`src/rtl/irq_regs_pkg.sv`:
```
package irq_regs_pkg;
  localparam int WORD_W      = 32;
  localparam int WORD_STATUS = 0;
  localparam int WORD_MASK   = 1;
  localparam int WORD_UNMASK = 2;
  localparam int WORD_MSKSET = 3;

  typedef struct packed {
    logic st;
    logic mk;
    logic um;
    logic ms;
  } word_sel_t;

  // Sticky status update: hardware set takes precedence over software clear.
  function automatic logic [WORD_W-1:0] status_next(input logic [WORD_W-1:0] q,
                                                    input logic [WORD_W-1:0] set,
                                                    input logic [WORD_W-1:0] clr);
    return (q & ~clr) | set;
  endfunction

  function automatic logic [WORD_W-1:0] mask_next(input logic [WORD_W-1:0] q,
                                                  input logic [WORD_W-1:0] unmask,
                                                  input logic [WORD_W-1:0] mskset);
    return (q & ~unmask) | mskset;
  endfunction

  function automatic logic pending(input logic [WORD_W-1:0] st,
                                   input logic [WORD_W-1:0] mk);
    return |(st & ~mk);
  endfunction
endpackage

```
`src/rtl/irq_reg_decode.sv`:
```
module irq_reg_decode
  import irq_regs_pkg::*;
#(
  parameter int ADDR_W = 4
) (
  input  logic [ADDR_W-1:0] addr_i,
  output logic              aligned_o,
  output word_sel_t         sel_o
);
  localparam int IDX_W = ADDR_W - 2;

  logic [IDX_W-1:0] idx;

  assign idx       = addr_i[ADDR_W-1:2];
  assign aligned_o = (addr_i[1:0] == 2'b00);

  always_comb begin
    sel_o    = '0;
    sel_o.st = aligned_o && (idx == IDX_W'(WORD_STATUS));
    sel_o.mk = aligned_o && (idx == IDX_W'(WORD_MASK));
    sel_o.um = aligned_o && (idx == IDX_W'(WORD_UNMASK));
    sel_o.ms = aligned_o && (idx == IDX_W'(WORD_MSKSET));
  end
endmodule

```
`src/rtl/irq_status_bank.sv`:
```
module irq_status_bank
  import irq_regs_pkg::*;
#(
  parameter int NUM_SRC = 4
) (
  input  logic               clk,
  input  logic               rst_n,
  input  logic [NUM_SRC-1:0] set_i,
  input  logic [NUM_SRC-1:0] clr_i,
  output logic [NUM_SRC-1:0] status_o
);
  logic [NUM_SRC-1:0] status_q;
  logic [WORD_W-1:0]  nxt_w;

  assign nxt_w = status_next(WORD_W'(status_q), WORD_W'(set_i), WORD_W'(clr_i));

  always_ff @(posedge clk or negedge rst_n) begin
    if (!rst_n) status_q <= '0;
    else        status_q <= nxt_w[NUM_SRC-1:0];
  end

  assign status_o = status_q;
endmodule

```
`src/rtl/irq_mask_bank.sv`:
```
module irq_mask_bank
  import irq_regs_pkg::*;
#(
  parameter int NUM_SRC = 4
) (
  input  logic               clk,
  input  logic               rst_n,
  input  logic [NUM_SRC-1:0] unmask_i,
  input  logic [NUM_SRC-1:0] mskset_i,
  output logic [NUM_SRC-1:0] mask_o
);
  logic [NUM_SRC-1:0] mask_q;
  logic [WORD_W-1:0]  nxt_w;

  assign nxt_w = mask_next(WORD_W'(mask_q), WORD_W'(unmask_i), WORD_W'(mskset_i));

  always_ff @(posedge clk or negedge rst_n) begin
    if (!rst_n) mask_q <= '1;
    else        mask_q <= nxt_w[NUM_SRC-1:0];
  end

  assign mask_o = mask_q;
endmodule

```
`src/rtl/masked_irq_regs.sv`:
```
module masked_irq_regs
  import irq_regs_pkg::*;
#(
  parameter int NUM_SRC = 4,
  parameter int ADDR_W  = 4
) (
  input  logic               clk,
  input  logic               rst_n,
  input  logic [ADDR_W-1:0]  addr_i,
  input  logic               wr_en_i,
  input  logic [31:0]        wr_data_i,
  output logic [31:0]        rd_data_o,
  input  logic [NUM_SRC-1:0] evt_i,
  output logic               irq_o
);
  logic               aligned;
  word_sel_t          sel;
  logic               wr_status_hit;
  logic               wr_unmask_hit;
  logic               wr_mskset_hit;
  logic [NUM_SRC-1:0] wbits;
  logic [NUM_SRC-1:0] clr_bits;
  logic [NUM_SRC-1:0] unmask_bits;
  logic [NUM_SRC-1:0] mskset_bits;
  logic [NUM_SRC-1:0] status_q;
  logic [NUM_SRC-1:0] mask_q;
  logic               irq_next;
  logic               irq_q;

  irq_reg_decode #(.ADDR_W(ADDR_W)) u_dec (
    .addr_i    (addr_i),
    .aligned_o (aligned),
    .sel_o     (sel)
  );

  assign wbits         = wr_data_i[NUM_SRC-1:0];
  assign wr_status_hit = wr_en_i && sel.st;
  assign wr_unmask_hit = wr_en_i && sel.um;
  assign wr_mskset_hit = wr_en_i && sel.ms;
  assign clr_bits      = wr_status_hit ? wbits : '0;
  assign unmask_bits   = wr_unmask_hit ? wbits : '0;
  assign mskset_bits   = wr_mskset_hit ? wbits : '0;

  irq_status_bank #(.NUM_SRC(NUM_SRC)) u_status (
    .clk      (clk),
    .rst_n    (rst_n),
    .set_i    (evt_i),
    .clr_i    (clr_bits),
    .status_o (status_q)
  );

  irq_mask_bank #(.NUM_SRC(NUM_SRC)) u_mask (
    .clk      (clk),
    .rst_n    (rst_n),
    .unmask_i (unmask_bits),
    .mskset_i (mskset_bits),
    .mask_o   (mask_q)
  );

  assign irq_next = pending(WORD_W'(status_q), WORD_W'(mask_q));

  always_ff @(posedge clk or negedge rst_n) begin
    if (!rst_n) irq_q <= 1'b0;
    else        irq_q <= irq_next;
  end

  assign irq_o = irq_q;

  always_comb begin
    rd_data_o = '0;
    if (sel.st) rd_data_o = 32'(status_q);
    if (sel.mk) rd_data_o = 32'(mask_q);
  end
endmodule

```
`config.mk`:
```
export PLATFORM = sky130hd
export DESIGN_NAME = masked_irq_regs
export DESIGN_NICKNAME = d
export VERILOG_FILES = /design/src/rtl/irq_regs_pkg.sv /design/src/rtl/irq_reg_decode.sv /design/src/rtl/irq_status_bank.sv /design/src/rtl/irq_mask_bank.sv /design/src/rtl/masked_irq_regs.sv
export SDC_FILE = /design/constraint.sdc
export NUM_CORES = 1
export LEC_CHECK = 0
export ABC_AREA = 1
export CAP_MARGIN = 20
export CORE_MARGIN = 2
export CORE_UTILIZATION = 29
export CTS_CLUSTER_DIAMETER = 200
export CTS_CLUSTER_SIZE = 24
export DETAILED_ROUTE_END_ITERATION = 8
export PLACE_DENSITY = 0.86
export SYNTH_ARGS = -nofsm -noshare
export SYNTH_HDL_FRONTEND = slang
export SYNTH_SLANG_ARGS = --single-unit
```
`constraint.sdc`:
```
create_clock -name clk -period 1 [get_ports clk]
set_clock_uncertainty 0.05 [all_clocks]
set_input_delay 0.2 -clock clk [delete_from_list [all_inputs] [get_ports clk]]
set_output_delay 0.2 -clock clk [all_outputs]
set_load 0.005 [all_outputs]
```
==> impl_metrics.ini, run 1 <==
[outcome]
status = finished with violations
violations = negative setup slack

[die]
core_um2 = 2450
start_util_pct = 30.2
die_h_um = 54.6
dieArea_um2 = 2980
rows = 18
die_w_um = 54.6
io_pins = 76

[pwr]
p_leak_nw = 0.623
power-per-cell-area_nw_per_um2 = 1020
p_total_mw = 1.07
vdd_ir_drop_max_v = 0.000446

[setup_path]
cp-start-kind = register
cp_slowest_cell = dfstp_2
crit_arrival_ns = 1.00
cpMostUsedCell = nand2_2
worstPathMaxFanout = 2
timing.rr.start = u_mask.mask_o[2]
crit_type = register to output port
startpoint = u_mask.mask_o[2]
end_kind = output port
cpPeakStageDelay_ns = 0.54
cp.required_ns = 0.75
path_cells = nand2_2, nand2_2, buf_2

[clock_network]
clock_sinks = 9
htreeDepth = 1
cts_hold_buf = 0
cts_buffers = 3
clock_path_buffers = 2
clk_latency_ns = 0.26
tritoncts = yes
path_clk_slew_ns = 0.06
root_buffer = clkbuf_4

[place]
dp_slack_ns = -0.994
io_buffers = 19
postPlaceCellArea_um2 = 986
gp_congestion = 0.854
hpwl_um = 1210

[sta]
finalMaxSlewViolations = 0
timing.final.crit_share_pct = 125
hold_viol = 0
finalWorstSetupSlack_ns = -0.250
period_needed_ns = 1.25
final.setup.tns_ns = -0.948
grt_setup_unrepaired = yes
setup-violations-final = 4
max_freq_mhz = 800

[global_routing]
grt_pass1_vias = 642
use_met2_pct = 25.2
grtUsageTotal_pct = 12.2
grt.busiest_layer = met2
grt_util_met1_pct = 12.0
antenna_found_initial = 0
gr-total-overflow = 0
grt_pass1_wl_um = 2630
grt_util_met3_pct = 1.64
grt_max_degree = 10

[cells_and_area]
n_fill_cell = 256
fin_util_pct = 43.1
register_area_um2 = 230
area_growth_pct = 42.5
multi_input_area_um2 = 389
fin_area_um2 = 1060
antenna_cells = 0
final_nets = 188
drive_above_1_share_pct = 34.7

[routing]
wirelength_um = 1690
vias = 692
drtIter0Drc = 10
firstDrtPassIters = 4
drc_errors = 0
ant_nets = 0
viasPerCell = 3.98
routedWlPerCell_um = 9.72

[logic_synthesis]
synth-seq-area-share_pct = 31.0
synth_top_family_by_area = buffers and inverters
synthMuxAreaShare_pct = 0
syn_inst = 102
synth_simple_gate_area_share_pct = 31.4
yosysWarningCount = 0
synth_compound_area_share_pct = 1.69
synthDistinctLibCells = 14
ys_seq_elements = 9
synth_adder_area_share_pct = 0
syn_area_um2 = 742
avgSynthCellArea_um2 = 7.27
synth_xor_area_share_pct = 0

[flow_run]
cap_violations = 0

[hold_path]
hold_class = primary input to async pin
[logic make-up after synthesis]
| family | count (synthesis) |
|---|---|
| AND/OR/NAND/NOR | 48 |
| buffers and inverters | 42 |
| flip-flops | 9 |
| AO/OA/AOI/OAI | 2 |
| other | 1 |
[placed cells by master, fill, tap and decap left out]
cell,count
buf_4,16
buf_2,9
inv_1,11
clkbuf_1,1
o22ai_1,1
buf_12,1
dfstp_2,4
nor2_4,1
conb_1,28
nand2_2,5
buf_6,3
dfrtp_1,5
inv_2,3
clkdlybuf4s50_1,9
nand2_1,29
dlymetal6s2s_1,1
o22ai_2,1
nand4_1,8
nor2_1,1
nor3_4,3
nand2_4,1
clkbuf_4,3
[path summary, 6_finish.rpt]
check	endpoint	cells after the start	slack, ns
max in group asynchronous	u_mask.mask_o[1]	2	0.50
min	u_status.status_o[2]	2	0.21
max reg2reg	irq_o	4	0.02
min reg2reg	u_status.status_o[1]	3	0.53
max	rd_data_o[2]	3	-0.25
min in group clk	u_mask.mask_o[0]	5	0.30
[worst max-delay path: cells and delay by family, from the launching register on]
kind	cells	cell delay, ns
buffers and inverters	1	0.10
DFF	1	0.54
and+or+nand+nor	2	0.10
[state kept, by name, summed over array words and instances, names as in the netlist]
register,count
irq_o,1
u_status.status_o,4
u_mask.mask_o,4
[metal layers]
layer	wire [um]	up-vias
met1	643	316
met2	927	31
met3	106	2
met5	0	-
li1	-	343
met4	14	0
[synthesized netlist by cell type]
cell type,instances,share of area (%)
dfrtp_1,5,17
nor3_2,2,2.7
inv_2,3,1.5
dfstp_2,4,14
o22ai_1,2,1.7
inv_1,11,5.6
nand2_1,33,17
nor2_1,1,0.51
nor2_2,1,0.84
nand4_1,8,6.7
buf_4,28,28
nand2_2,2,1.7
conb_1,1,0.51
nor3_4,1,2.2
[cell type report]
type	count	share of cell area, %
Multi-Input combinational cell	78	36.8
Timing Repair Buffer	39	30.4
Sequential cell	9	21.8
Inverter	14	4.97
Tap cell	30	3.55
Clock buffer	4	2.49
[metrics by stage]
step                instances  hold slack [ns]
finish                    174            0.213
global route              174            0.202
CTS                       174            0.206
detailed placement        165            0.482
global placement          165            0.486
floorplan                 129           -0.146
[timing repair]
| item | in CTS | in global routing |
|---|---|---|
| resized for setup | 42 | 7 |
| hold endpoints to repair | 0 | 0 |
| buffers inserted | 6 | 0 |
| setup endpoints to repair | 13 | 12 |
| pin swaps | 14 | 4 |
[power breakdown]
group          total (mW)  switching [mW]  internal (mW)
Sequential          0.457          0.0236          0.434
Clock               0.279           0.125          0.154
Combinational       0.339           0.167          0.172
Power figures use the tool's default switching activity.
==> run 2, diff against run 1 <==
--- a/config.mk
+++ b/config.mk
@@ -8,11 +8,13 @@
 export ABC_AREA = 1
 export CAP_MARGIN = 20
 export CORE_MARGIN = 2
-export CORE_UTILIZATION = 29
+export CORE_UTILIZATION = 30
+export CTS_BUF_LIST = sky130_fd_sc_hd__clkbuf_4 sky130_fd_sc_hd__clkbuf_8
 export CTS_CLUSTER_DIAMETER = 200
 export CTS_CLUSTER_SIZE = 24
 export DETAILED_ROUTE_END_ITERATION = 8
-export PLACE_DENSITY = 0.86
+export PLACE_DENSITY = 0.88
+export SLEW_MARGIN = 20
 export SYNTH_ARGS = -nofsm -noshare
 export SYNTH_HDL_FRONTEND = slang
 export SYNTH_SLANG_ARGS = --single-unit
==> run 2 against run 1 <==
  * The flow still finishes with violations (negative setup slack)
  * Via count up 8.5%
  * Total power up 5.8%
  * Clock-buffer cell count unchanged
  * Non-clock buffer count up 4
  * Final area up 3.0%
  * Highest routed layer unchanged
==> impl_metrics.ini, run 2 (synthesis gave the netlist of run 1 again) <==
[outcome]
status = finished with violations
violations = negative setup slack

[clock_network]
path_clk_slew_ns = 0.06
tritoncts = yes
cts_hold_buf = 0
htreeDepth = 1
clock_sinks = 9
clock_path_buffers = 2
root_buffer = clkbuf_4
clk_latency_ns = 0.26
cts_buffers = 3

[setup_path]
reg2reg_slack_ns = -0.07
cp-start-kind = primary input
reg2reg_depth = 5
crit_type = primary input to output port
worstPathMaxFanout = 3
cp.required_ns = 0.75
crit_arrival_ns = 1.02
end_kind = output port
timing.rr.start = u_mask.mask_o[3]
worst_r2r_endpoint = irq_o

[die]
io_pins = 76
rows = 18
die_h_um = 53.7
start_util_pct = 30.8
dieArea_um2 = 2890
core_um2 = 2410
die_w_um = 53.7

[routing]
wirelength_um = 1820
drtIter0Drc = 26
firstDrtPassIters = 4
drc_errors = 0
routedWlPerCell_um = 10.2
vias = 751
viasPerCell = 4.22
ant_nets = 0

[cells_and_area]
n_fill_cell = 238
final_nets = 192
final_cell_mix = nand2_1 (32), conb_1 (28), buf_4 (22)
drive_above_1_share_pct = 35.1
antenna_cells = 0
area_growth_pct = 46.7
fin_util_pct = 45.2
layout.cells.most_common = nand2_1

[hold_path]
hold_class = primary input to async pin

[place]
dp_slack_ns = -0.986
hpwl_um = 1310
io_buffers = 19
gp_congestion = 0.863

[sta]
setup-violations-final = 5
finalWorstSetupSlack_ns = -0.268
grt_setup_unrepaired = yes
period_needed_ns = 1.27
finalMaxSlewViolations = 0
timing.final.crit_share_pct = 127
hold_viol = 0
max_freq_mhz = 788
timing.hold.ws_ns = 0.205

[pwr]
vdd_ir_drop_max_v = 0.000532
power-per-cell-area_nw_per_um2 = 1040
p_leak_nw = 0.642
p_total_mw = 1.14

[flow_run]
cap_violations = 0

[global_routing]
grt_pass1_wl_um = 2680
grt_max_degree = 10
grtUsageTotal_pct = 13.2
gr-total-overflow = 0
grt_pass1_vias = 669
antenna_found_initial = 0
==> run 2: metrics by stage <==
step | setup TNS [ns] | area (um2) | instances
final | -1.06 | 1090 | 178
after global routing | -1.41 | 1090 | 178
after CTS | -1.19 | 1070 | 176
after detailed placement | -7.80 | 993 | 166
after global placement | -7.43 | 993 | 166
after floorplan | 0 | 843 | 129
==> run 2: worst max-delay path by stage <==
stage,start,endpoint,slack [ns],cells after the start
6_report,addr_i[2],rd_data_o[3],-0.27,8
3_3_place_gp,addr_i[2],rd_data_o[1],-0.95,6
5_1_grt,addr_i[2],rd_data_o[3],-0.33,8
4_1_cts,addr_i[1],rd_data_o[3],-0.32,10
2_1_floorplan,u_mask.mask_o[0],rd_data_o[0],0.11,2
3_5_place_dp,addr_i[2],rd_data_o[3],-0.99,6
==> run 2: what timing repair did <==
item                                    in CTS  in global routing
endpoints found under the setup margin      13                 10
resized for setup                           45                  5
endpoints found under the hold margin        0                  0
pin swaps                                    6                  7
setup buffers                                6                  3
==> run 2: layout make-up <==
class                      instances  area [um2]  share of cell area, %
multi-input combinational         78         370                   34.0
timing repair buffer              43         363                   33.3
sequential                         9         230                   21.1
inverter                          14        57.6                   5.29
tap                               30        37.5                   3.45
clock buffer                       4        30.0                   2.76
==> run 2: power breakdown <==
part | switching (mW) | total, mW | internal (mW)
Sequential | 0.0220 | 0.455 | 0.433
Combinational | 0.174 | 0.368 | 0.194
Clock | 0.132 | 0.313 | 0.181
==> run 2: critical path, cell delays in order <==
cell     delay, ns
buf_2         0.14
inv_2         0.07
nor3_4        0.18
buf_4         0.14
buf_4         0.09
nand2_1       0.04
nand2_1       0.06
buf_2         0.11
==> run 2: per-layer routing <==
metal | track usage [%] | share of wire, % | vias up
li1 | - | - | 355
met1 | 13.1 | 35 | 352
met2 | 24.6 | 56 | 42
met3 | 3.61 | 7.9 | 2
met4 | 7.26 | 0.77 | 0
met5 | 0 | 0 | -
==> run 3, diff against run 2 <==
--- a/config.mk
+++ b/config.mk
@@ -7,7 +7,7 @@
 export LEC_CHECK = 0
 export ABC_AREA = 1
 export CAP_MARGIN = 20
-export CORE_MARGIN = 2
+export CORE_MARGIN = 5
 export CORE_UTILIZATION = 30
 export CTS_BUF_LIST = sky130_fd_sc_hd__clkbuf_4 sky130_fd_sc_hd__clkbuf_8
 export CTS_CLUSTER_DIAMETER = 200
==> run 3 against run 2 <==
  * The run still ends with negative setup slack left
  * Global-route usage fell by 3.4 points
  * Via count decreased by 13%
  * Sequential power barely moved
  * Clock-buffer cell count stayed put
  * Utilization down 3.3 points
  * Worst hold slack lost 0.0092 ns
  * Largest cell class unchanged
  * Largest power group unchanged
==> impl_metrics.ini, run 3 (synthesis gave the netlist of run 1 again) <==
[pwr]
p_sw_mw = 0.315
pwr-share-clk_pct = 29.2
power-per-cell-area_nw_per_um2 = 1080
power.internal_mw = 0.775
p_sw_share_pct = 28.9
p_total_mw = 1.09
p_leak_nw = 0.594
vdd_ir_drop_max_v = 0.000464
combPwrFrac_pct = 29.0
p_seq_share_pct = 41.8

[clock_network]
root_buffer = clkbuf_4
tritoncts = yes
htreeDepth = 1
clock_path_buffers = 2
cts_hold_buf = 0
clk_latency_ns = 0.27
cts_buffers = 3
path_clk_slew_ns = 0.06
clock_sinks = 9

[setup_path]
timing.rr.start = u_mask.mask_o[2]
end_kind = output port
reg2reg_depth = 4
startpoint = u_mask.mask_o[3]
cp.required_ns = 0.75
crit_type = register to output port
worst_r2r_endpoint = irq_o
crit_arrival_ns = 1.03
cp-start-kind = register
reg2reg_slack_ns = 0.03
crit_path_end = rd_data_o[3]
worstPathMaxFanout = 2

[die]
io_pins = 76
dieArea_um2 = 3570
core_um2 = 2410
rows = 18
start_util_pct = 30.8
die_h_um = 59.7
die_w_um = 59.7

[global_routing]
grt_max_degree = 10
gr-total-overflow = 0
grt_pass1_wl_um = 2590
grt_pass1_vias = 628
antenna_found_initial = 0
grtUsageTotal_pct = 9.88

[cells_and_area]
final_nets = 184
fin_util_pct = 41.9
final_cell_mix = nand2_1 (31), conb_1 (28), buf_4 (15)
area_growth_pct = 36.1
antenna_cells = 0
drive_above_1_share_pct = 32.1
fin_area_um2 = 1010
layout.cells.most_common = nand2_1
stdcell_count = 170

[place]
hpwl_um = 1410
postPlaceCellArea_um2 = 986
io_buffers = 19
gp_congestion = 0.860
dp_slack_ns = -1.02
dp_cells = 165

[sta]
final.setup.tns_ns = -1.06
max_freq_mhz = 784
finalWorstSetupSlack_ns = -0.275
finalMaxSlewViolations = 0
setup-violations-final = 4
timing.final.crit_share_pct = 128
hold_viol = 0
grt_setup_unrepaired = yes
timing.hold.ws_ns = 0.196
period_needed_ns = 1.28

[routing]
viasPerCell = 3.84
ant_nets = 0
wirelength_um = 1680
drtIter0Drc = 15
routedWlPerCell_um = 9.87
vias = 652
drc_errors = 0
firstDrtPassIters = 4

[outcome]
status = finished with violations
violations = negative setup slack

[flow_run]
cap_violations = 0

[hold_path]
hold_class = primary input to async pin
run 3: cell count changes in the layout (fill, tap and decap cells not counted):
| cell | delta |
|---|---|
| clkbuf_2 | +1 |
| nand2_2 | +1 |
| buf_6 | -4 |
| nand2_1 | -1 |
| inv_4 | -2 |
| buf_2 | +1 |
| clkdlybuf4s15_2 | +1 |
| inv_2 | +2 |
| buf_4 | -7 |
run 3: how the worst min path moves through the flow:
stage           from              endpoint
2_1_floorplan  rst_n                 irq_o
3_3_place_gp   rst_n  u_status.status_o[1]
3_5_place_dp   rst_n                 irq_o
4_1_cts        rst_n  u_status.status_o[3]
5_1_grt        rst_n  u_status.status_o[3]
6_report       rst_n  u_status.status_o[3]
run 3: routing by layer:
| layer | global-route usage, % | vias to the layer above | part of all wire (%) |
|---|---|---|---|
| li1 | - | 338 | - |
| met1 | 11.1 | 283 | 36 |
| met2 | 15.7 | 27 | 52 |
| met3 | 3.02 | 4 | 9.8 |
| met4 | 6.96 | 0 | 2.7 |
| met5 | 0 | - | 0 |
run 3: worst max-delay path, stage by stage, from the launching register on:
cell	delay (ns)
dfstp_2	0.53
nand2_2	0.05
nand2_2	0.07
buf_2	0.10
run 3: timing repair:
item                                    in CTS  in global routing
gates cloned                                 0                  0
pin swaps                                   11                  6
endpoints found under the setup margin      13                 13
buffers inserted                             1                  0
resized for setup                           34                  7
run 3: area by class of cell:
type | count | area (um2)
Tap cell | 30 | 37.5
Fill cell | 248 | 1400
Inverter | 14 | 52.6
Sequential cell | 9 | 230
Clock buffer | 4 | 30.0
Timing Repair Buffer | 35 | 287
Multi-Input combinational cell | 78 | 373
run 3: power groups by stage:
stage | sequential, mW | clock [mW] | combinational, mW
6_report | 0.456 | 0.318 | 0.317
2_1_floorplan | 0.464 | 0 | 0.188
4_1_cts | 0.454 | 0.333 | 0.315
3_5_place_dp | 0.460 | 0 | 0.316
5_1_grt | 0.462 | 0.343 | 0.354
3_3_place_gp | 0.458 | 0 | 0.308
